File: src/rtl/pcseq_pkg.sv
package pcseq_pkg;

   typedef enum logic [3:0] {
      PC_STEP       = 4'd0,
      PC_SKIP       = 4'd1,
      PC_LOAD_ALU   = 4'd2,
      PC_JMP_SHORT  = 4'd3,
      PC_CALL_SHORT = 4'd4,
      PC_JMP_LONG   = 4'd5,
      PC_CALL_LONG  = 4'd6,
      PC_RET        = 4'd7,
      PC_RET_IMM    = 4'd8
   } pc_cmd_e;

endpackage

File: src/rtl/pcseq_stack.sv
module pcseq_stack #(
   parameter int W     = 11,
   parameter int DEPTH = 2
) (
   input  logic         clk,
   input  logic         rst_n,
   input  logic         push_i,
   input  logic         pop_i,
   input  logic [W-1:0] din_i,
   output logic [W-1:0] dout_o
);

   generate
      if (DEPTH == 1) begin : g_single
         logic [W-1:0] slot_q;

         always_ff @(posedge clk or negedge rst_n) begin
            if (!rst_n)      slot_q <= '0;
            else if (push_i) slot_q <= din_i;
         end

         assign dout_o = slot_q;

         logic unused_pop;
         assign unused_pop = pop_i;
      end else begin : g_ring
         localparam int PW   = $clog2(DEPTH);
         localparam int LAST = DEPTH - 1;

         logic [W-1:0]  slot_q [DEPTH];
         logic [PW-1:0] ptr_q;
         logic [PW-1:0] ptr_up;
         logic [PW-1:0] ptr_dn;

         assign ptr_up = (ptr_q == PW'(LAST)) ? '0 : ptr_q + 1'b1;
         assign ptr_dn = (ptr_q == '0) ? PW'(LAST) : ptr_q - 1'b1;
         assign dout_o = slot_q[ptr_q];

         always_ff @(posedge clk or negedge rst_n) begin
            if (!rst_n) begin
               ptr_q <= '0;
               for (int i = 0; i < DEPTH; i++) slot_q[i] <= '0;
            end else if (push_i) begin
               slot_q[ptr_up] <= din_i;
               ptr_q          <= ptr_up;
            end else if (pop_i) begin
               ptr_q <= ptr_dn;
            end
         end
      end
   endgenerate

endmodule

File: src/rtl/pcseq_target.sv
module pcseq_target
   import pcseq_pkg::*;
#(
   parameter int PC_W   = 11,
   parameter int INSN_W = 14,
   parameter int DATA_W = 8,
   parameter int PAGE_W = 2
) (
   input  logic [PC_W-1:0]   cur_pc_i,
   input  pc_cmd_e           cmd_i,
   input  logic [INSN_W-1:0] insn_i,
   input  logic [PAGE_W-1:0] page_i,
   input  logic [DATA_W-1:0] alu_i,
   input  logic [PC_W-1:0]   pop_data_i,
   output logic [PC_W-1:0]   nxt_pc_o,
   output logic              push_o,
   output logic              pop_o,
   output logic [PC_W-1:0]   ret_addr_o
);

   localparam int JMP_TOP = DATA_W + 1;

   logic [PC_W-1:0] paged_ins;
   logic [PC_W-1:0] paged_alu;
   logic [PC_W-1:0] paged_jmp;

   assign paged_ins  = {1'b0, page_i, insn_i[DATA_W-1:0]};
   assign paged_alu  = {1'b0, page_i, alu_i};
   assign paged_jmp  = {insn_i[JMP_TOP], page_i, insn_i[DATA_W-1:0]};
   assign ret_addr_o = cur_pc_i + PC_W'(1);

   always_comb begin
      nxt_pc_o = cur_pc_i + PC_W'(1);
      push_o   = 1'b0;
      pop_o    = 1'b0;
      unique case (cmd_i)
         PC_SKIP:       nxt_pc_o = cur_pc_i + PC_W'(2);
         PC_LOAD_ALU:   nxt_pc_o = paged_alu;
         PC_JMP_SHORT:  nxt_pc_o = paged_jmp;
         PC_CALL_SHORT: begin
            nxt_pc_o = paged_ins;
            push_o   = 1'b1;
         end
         PC_JMP_LONG:   nxt_pc_o = insn_i[PC_W-1:0];
         PC_CALL_LONG: begin
            nxt_pc_o = insn_i[PC_W-1:0];
            push_o   = 1'b1;
         end
         PC_RET, PC_RET_IMM: begin
            nxt_pc_o = pop_data_i;
            pop_o    = 1'b1;
         end
         default:       nxt_pc_o = cur_pc_i + PC_W'(1);
      endcase
   end

   logic unused_insn_bits;
   assign unused_insn_bits = ^{insn_i[INSN_W-1:PC_W], insn_i[DATA_W]};

endmodule

File: src/rtl/pc_sequencer.sv
module pc_sequencer
   import pcseq_pkg::*;
#(
   parameter int              PC_W      = 11,
   parameter int              INSN_W    = 14,
   parameter int              DATA_W    = 8,
   parameter int              PAGE_W    = 2,
   parameter int              STK_DEPTH = 2,
   parameter logic [PC_W-1:0] RESET_PC  = '1
) (
   input  logic              clk,
   input  logic              rst_n,
   input  logic [3:0]        cmd_i,
   input  logic [INSN_W-1:0] insn_i,
   input  logic [PAGE_W-1:0] page_i,
   input  logic [DATA_W-1:0] alu_i,
   output logic [PC_W-1:0]   fetch_addr_o
);

   generate
      if (PC_W != DATA_W + PAGE_W + 1) begin : g_bad_split
         $error("PC_W must equal DATA_W + PAGE_W + 1");
      end
      if (INSN_W < PC_W) begin : g_bad_insn
         $error("INSN_W must hold a full long-transfer address");
      end
      if (STK_DEPTH < 1) begin : g_bad_depth
         $error("STK_DEPTH must be at least 1");
      end
   endgenerate

   logic [PC_W-1:0] pc_q;
   logic [PC_W-1:0] pc_d;
   logic [PC_W-1:0] ret_addr;
   logic [PC_W-1:0] pop_data;
   logic            do_push;
   logic            do_pop;
   pc_cmd_e         cmd;

   assign cmd = pc_cmd_e'(cmd_i);

   pcseq_target #(
      .PC_W   (PC_W),
      .INSN_W (INSN_W),
      .DATA_W (DATA_W),
      .PAGE_W (PAGE_W)
   ) u_target (
      .cur_pc_i   (pc_q),
      .cmd_i      (cmd),
      .insn_i     (insn_i),
      .page_i     (page_i),
      .alu_i      (alu_i),
      .pop_data_i (pop_data),
      .nxt_pc_o   (pc_d),
      .push_o     (do_push),
      .pop_o      (do_pop),
      .ret_addr_o (ret_addr)
   );

   pcseq_stack #(
      .W     (PC_W),
      .DEPTH (STK_DEPTH)
   ) u_stack (
      .clk    (clk),
      .rst_n  (rst_n),
      .push_i (do_push),
      .pop_i  (do_pop),
      .din_i  (ret_addr),
      .dout_o (pop_data)
   );

   always_ff @(posedge clk or negedge rst_n) begin
      if (!rst_n) pc_q <= RESET_PC;
      else        pc_q <= pc_d;
   end

   assign fetch_addr_o = pc_q;

endmodule

File: config.mk
export PLATFORM = sky130hd
export DESIGN_NAME = pc_sequencer
export DESIGN_NICKNAME = d
export VERILOG_FILES = /design/src/rtl/pcseq_pkg.sv /design/src/rtl/pcseq_stack.sv /design/src/rtl/pcseq_target.sv /design/src/rtl/pc_sequencer.sv
export SDC_FILE = /design/constraint.sdc
export NUM_CORES = 1
export LEC_CHECK = 0
export ABC_AREA = 1
export BUFFER_PORTS_ARGS = -buffer_cell sky130_fd_sc_hd__buf_4
export CAP_MARGIN = 20
export CORE_MARGIN = 2
export CORE_UTILIZATION = 39
export DETAILED_ROUTE_END_ITERATION = 10
export SYNTH_ARGS = -nofsm -noshare
export SYNTH_HDL_FRONTEND = slang
export SYNTH_SLANG_ARGS = --single-unit
File: constraint.sdc
create_clock -name clk -period 1.45 [get_ports clk]
set_input_delay 0.29 -clock clk [delete_from_list [all_inputs] [get_ports clk]]
set_output_delay 0.29 -clock clk [all_outputs]
set_load 0.02 [all_outputs]
# Word level (Yosys, flattened, before mapping)
# Index checks and enable logic that the tools add are counted.
# W data, S select, Z words.
[word_totals] latchBits=0 mem_count=0 wordCells=39 romBits=0 ramBits=0 out_inout_bits=11 ff_bits=34
[classes] n_div=0 n_eq_ne=8 bitwise_logic=2 order_cmp=3 reduce_logical=5 n_mul=0 muxes=13 addsub=4 n_shift=0
[ops] operator="$pmux W11 S6" count=1
[ops] operator="$mux W11" count=4
[ops] operator="$bwmux W22" count=1
[ops] operator="$eq A4 B3 Y1 const B" count=4
[ops] operator="$add A11 B1 Y11 const B" count=1
[ops] operator="$add A11 B2 Y11 const B" count=1
[ops] operator="$demux W11 S1" count=1
[ops] operator="$eq A4 B2 Y1 const B" count=2
[ops] operator="$mux W1" count=6
[ops] operator="$reduce_or A2 Y1" count=3
[ops] operator="$eq A4 B1 Y1 const B" count=1
[ops] operator="$eq A4 B4 Y1 const B" count=1
[ops] operator="$ge A2 B2 Y1 const B" count=2
[ops] operator="$not A1 Y2" count=2
[ops] operator="$lt A2 B1 Y1 const B" count=1
[ops] operator="$reduce_bool A2 Y1" count=1
[ops] operator="$add A1 B1 Y1 const B" count=1
[ops] operator="$logic_and A1 B1 Y1" count=1
[ops] operator="$sub A1 B1 Y1 const B" count=1

# Logic depth before layout (Yosys ltp)
[logic_depth] word_depth=8 depth_mapped=8

# Cells and area by module
# A second synthesis with hierarchy kept.
[hier_totals] hier_cells=378 hier_area_um2=2386.0
[modules_own_cells] module="pcseq_stack" cells_per_inst=139 area_each_um2=1084.8 seq_area_each_um2=575.6 instances=1
[modules_own_cells] module="pcseq_target" cells_per_inst=228 area_each_um2=1012.2 seq_area_each_um2=0.0 instances=1
[modules_own_cells] module="pc_sequencer" cells_per_inst=11 area_each_um2=289.0 seq_area_each_um2=289.0 instances=1

# Least setup slack after synthesis
# No wires, ideal clock.
[synth_timing] path_kind="register -> register" start="register pc_q[2], in the netlist fetch_addr_o[2]" end="register u_stack.g_ring.slot_q[20] in the netlist's numbering" setup_time_ns=0.126 setup_slack_ns=-0.103 arrival_ns=1.427 stages_incl_launch_ff=9 required_ns=1.324 period_less_slack_ns=1.553 path_buffers=0 path_cell_list="dfstp_2 > ha_1 > nand2_1 > nor2_1 > nand3_1 > nand2_1 > nand2_1 > nand2_1 > o21ai_0"
[synth_via] elab_chain_cells=2
[synth_lines] element="start: declaration" line_no="pc_sequencer.sv:32" text="logic [PC_W-1:0] pc_q;"
[synth_lines] element="start signal: assignment" line_no="pc_sequencer.sv:74" text="else pc_q <= pc_d;"
[synth_lines] element="$add A11 B1 Y11"
[synth_lines] element="$bwmux W22" line_no="pcseq_stack.sv:44" text="slot_q[ptr_up] <= din_i;"
[synth_lines] element="end signal: indexed assignment" line_no="pcseq_stack.sv:44"
[synth_lines] element="end: declaration" line_no="pcseq_stack.sv:30" text="logic [W-1:0] slot_q [DEPTH];"
# Every way passes these cells.
# A chain may end at the register's enable or synchronous reset.

# Worst setup path after layout
[layout_timing] start="register pc_q[1], in the netlist fetch_addr_o[1]" end="register pc_q[9], in the netlist fetch_addr_o[9]"
[layout_via] elab_chain_cells=2 word_cells_on_any_way=3
[layout_lines] element="$add A11 B1 Y11 or $add A11 B2 Y11 (tied branches)"
[layout_lines] element="$pmux W11 S6 *" line_no="pcseq_target.sv:36" text="unique case (cmd_i)"
[layout_lines] element="net pc_d[9]" line_no="pc_sequencer.sv:33" text="logic [PC_W-1:0] pc_d;"
# Mark *: on every way through the listed nets, which the timed path passes. The rest lies on a longest branch.

==> impl_metrics.ini <==
[logic_synthesis]
synth_top_family_by_area = simple AND/OR/NAND/NOR gates
synth_xor_area_share_pct = 2.03
synth_fa_ha_area_share_pct = 1.16
syn_nets = 356
yosysTopAreaCell = dfrtp_1
synth_area_per_cell_sq_um = 6.65
seq_area_frac_synth_pct = 40.2
synthTopCellsByArea = dfrtp_1 (27%), nand2_1 (24%), dfstp_2 (13%)
yosysWarnings = 0
syn-instance-count = 324
ys_seq_elements = 34
synth_compound_area_share_pct = 8.66
synth.area.mux_share_pct = 0
syn_area_sq_mm = 0.00215
yosysTopAreaCellShare_pct = 26.7
synth-simple-area-share_pct = 40.4
synth.distinct_cells = 28

[global_route]
grt.busiest_layer = met2
grt_use_met2_pct = 37.2
grt_pass1_wl_um = 10200
track_usage_pct = 21.6
overflow = 0
gr-usage-met3_pct = 4.14
met1_usage_pct = 27.0
antenna_found_initial = 0
grt_start_max_net_pins = 35
grt_pass1_vias = 2179

[clock_network]
cts_root_buffer = clkbuf_8
htree_num_levels = 2
clockBufferDepth = 2
cts.reportedPaths.clkPinSlew_ps = 70
cts_tree = built
numClockSinks = 34
numCtsBuffers = 5
clk_latency_ps = 300

[routing]
drtAntennaViolNets = 0
drc = 0
viasPerCell = 4.90
drtIter0Drc = 204
wl_per_cell_um = 13.9
vias = 2305
drt-total-wl_um = 6540
first_pass_iters = 4

[placement]
gp_congestion = 0.820
dpl.hpwl_um = 4790
port_buffers = 37

[timing]
hold_viol = 0
finalSetupViolations = 6
worst_pin_slew_ps = 421
final.period_utilization_pct = 102
max_freq_mhz = 676
finalCriticalPeriod_ps = 1480
slew_headroom_pct = 71.9
skew_ps = 14.9
worst_slack_ps = -28.7
drv_slew = 0
worst_hold_slack_ps = 300
rsz0062_at_grt = yes

[final_layout]
multi_input_area_sq_mm = 0.00128
diodes = 0
regArea_sq_um = 865
final_cell_mix = nand2_1 (128), buf_4 (64), inv_1 (27)
area_growth_pct = 42.8
final_common_cell = nand2_1
final_util_pct = 56.9
fill_cells = 528
nNetsFinal = 429
drive_gt1_share_pct = 32.2

[worst_setup_path]
worstRegToRegCells = 8
timing.rr.end = fetch_addr_o[9]
arrival_ps = 1710
cp_num_buf_inv = 1
slowest_stage = dfstp_2
end_kind = register
crit_family = flip-flops
required_ps = 1680
worst_setup_path_start_kind = register
cp-endpoint = fetch_addr_o[9]
regToRegSetupSlack_ps = -30
path_class = register to register
worstReg2RegStart = fetch_addr_o[1]
critPathMaxFanout = 4
critical_path.startpoint = fetch_addr_o[1]
path_cells = ha_4, nand2_4, nor2_4, buf_6, nand2_2, nand2_2, nand3_2, nand3_2
crit_path_max_incr_delay_ps = 600
cp_num_cells = 8

[floorplan]
fp-row-count = 27
ioPinCount = 41
core_region_area_sq_mm = 0.00541
die_y_um = 78.3
initial_core_util_pct = 39.8
die_area_sq_mm = 0.00613
die_w_um = 78.3

[outcome]
violations = negative setup slack
status = finished with violations

[power_and_ir_drop]
ir_worst_vdd_uv = 1090
p_per_area_mw_per_mm2 = 1690
power_leakage_nw = 1.55

[min_path]
hold_depth = 5
min_path_type = input port to register

[flow_run]
drv_cap = 0
-- worst register-to-register path: stages, from the launching register on --
cell and delay, ps:
dfstp_2 600, ha_4 170, nand2_4 70, nor2_4 160, buf_6 120, nand2_2 50, nand2_2 80, nand3_2 90
nand3_2 90
-- registers in the layout, summed over array words and instances, names as in the netlist --
signal and count:
u_stack.g_ring.slot_q 22, fetch_addr_o 11, u_stack.g_ring.ptr_q 1
-- power breakdown --
| group | internal, mW | switching, mW |
|---|---|---|
| sequential | 1.45 | 0.331 |
| clock | 0.561 | 0.361 |
| combinational | 1.12 | 1.38 |
-- Yosys cell counts --
cell type	instances
a21boi_0	2
a21oi_1	4
a22oi_1	1
a31oi_1	3
buf_2	3
buf_4	1
buf_6	2
clkbuf_1	1
clkbuf_2	1
clkinv_2	1
dfrtp_1	23
dfstp_2	11
ha_1	2
inv_1	28
nand2_1	138
nand2_2	3
nand2_4	1
nand2b_1	1
nand3_1	26
nand3_2	1
nand3b_1	1
nand4_1	2
nor2_1	34
nor2_2	2
nor3b_1	2
o21ai_0	25
xnor2_1	2
xor2_1	3
-- metal layers --
| layer | part of all wire [%] | wire (um) | up-vias |
|---|---|---|---|
| met5 | 0 | 0 | - |
| met4 | 2.6 | 172 | 0 |
| met3 | 5.1 | 331 | 16 |
| met2 | 48 | 3120 | 72 |
| met1 | 45 | 2920 | 1051 |
| li1 | - | - | 1166 |
-- stage by stage --
step	cell area [sq um]	power [mW]	cells	setup TNS (ps)	setup slack, ps
after global routing	3080	5.58	470	-722	-99.3
after CTS	2930	4.95	467	-40.1	-37.7
after global placement	2770	3.90	455	0	2.77
after detailed placement	2770	3.95	455	-147	-35.4
after floorplan	2190	3.00	324	-6.85	-6.85
final	3080	5.20	470	-91.6	-28.7
-- logic make-up (layout without fill, tap and decap cells) --
logic type               after synthesis  count (layout)
XOR/XNOR                               5               5
AND/OR/NAND/NOR                      211             211
AO/OA/AOI/OAI                         35              35
flip-flops                            34              34
adder cells (fa/ha/maj)                2               2
buffers and inverters                 37             111
-- timing repair --
item | CTS | global route
setup endpoints to repair | 11 | 24
setup buffers | 3 | 3
hold endpoints to repair | 23 | 0
pin swaps | 3 | 16
resized for setup | 5 | 38
hold buffers | 1 | 0
-- worst min-delay path by stage --
stage | from | to | slack [ps]
CTS | alu_i[2] | fetch_addr_o[2] | 300
finish | alu_i[2] | fetch_addr_o[2] | 300
global route | alu_i[2] | fetch_addr_o[2] | 320
global placement | rst_n | u_stack.g_ring.slot_q[14] | 260
detailed placement | rst_n | u_stack.g_ring.slot_q[14] | 260
floorplan | rst_n | u_stack.g_ring.ptr_q | -6
-- cell type report --
cell class,count,area share (%)
sequential,34,28.1
inverter,29,3.58
clock inverter,1,0.976
tap,72,2.93
multi-input combinational,253,41.5
timing repair buffer,74,20.1
clock buffer,7,2.81
(Power assumes the default switching activity.)
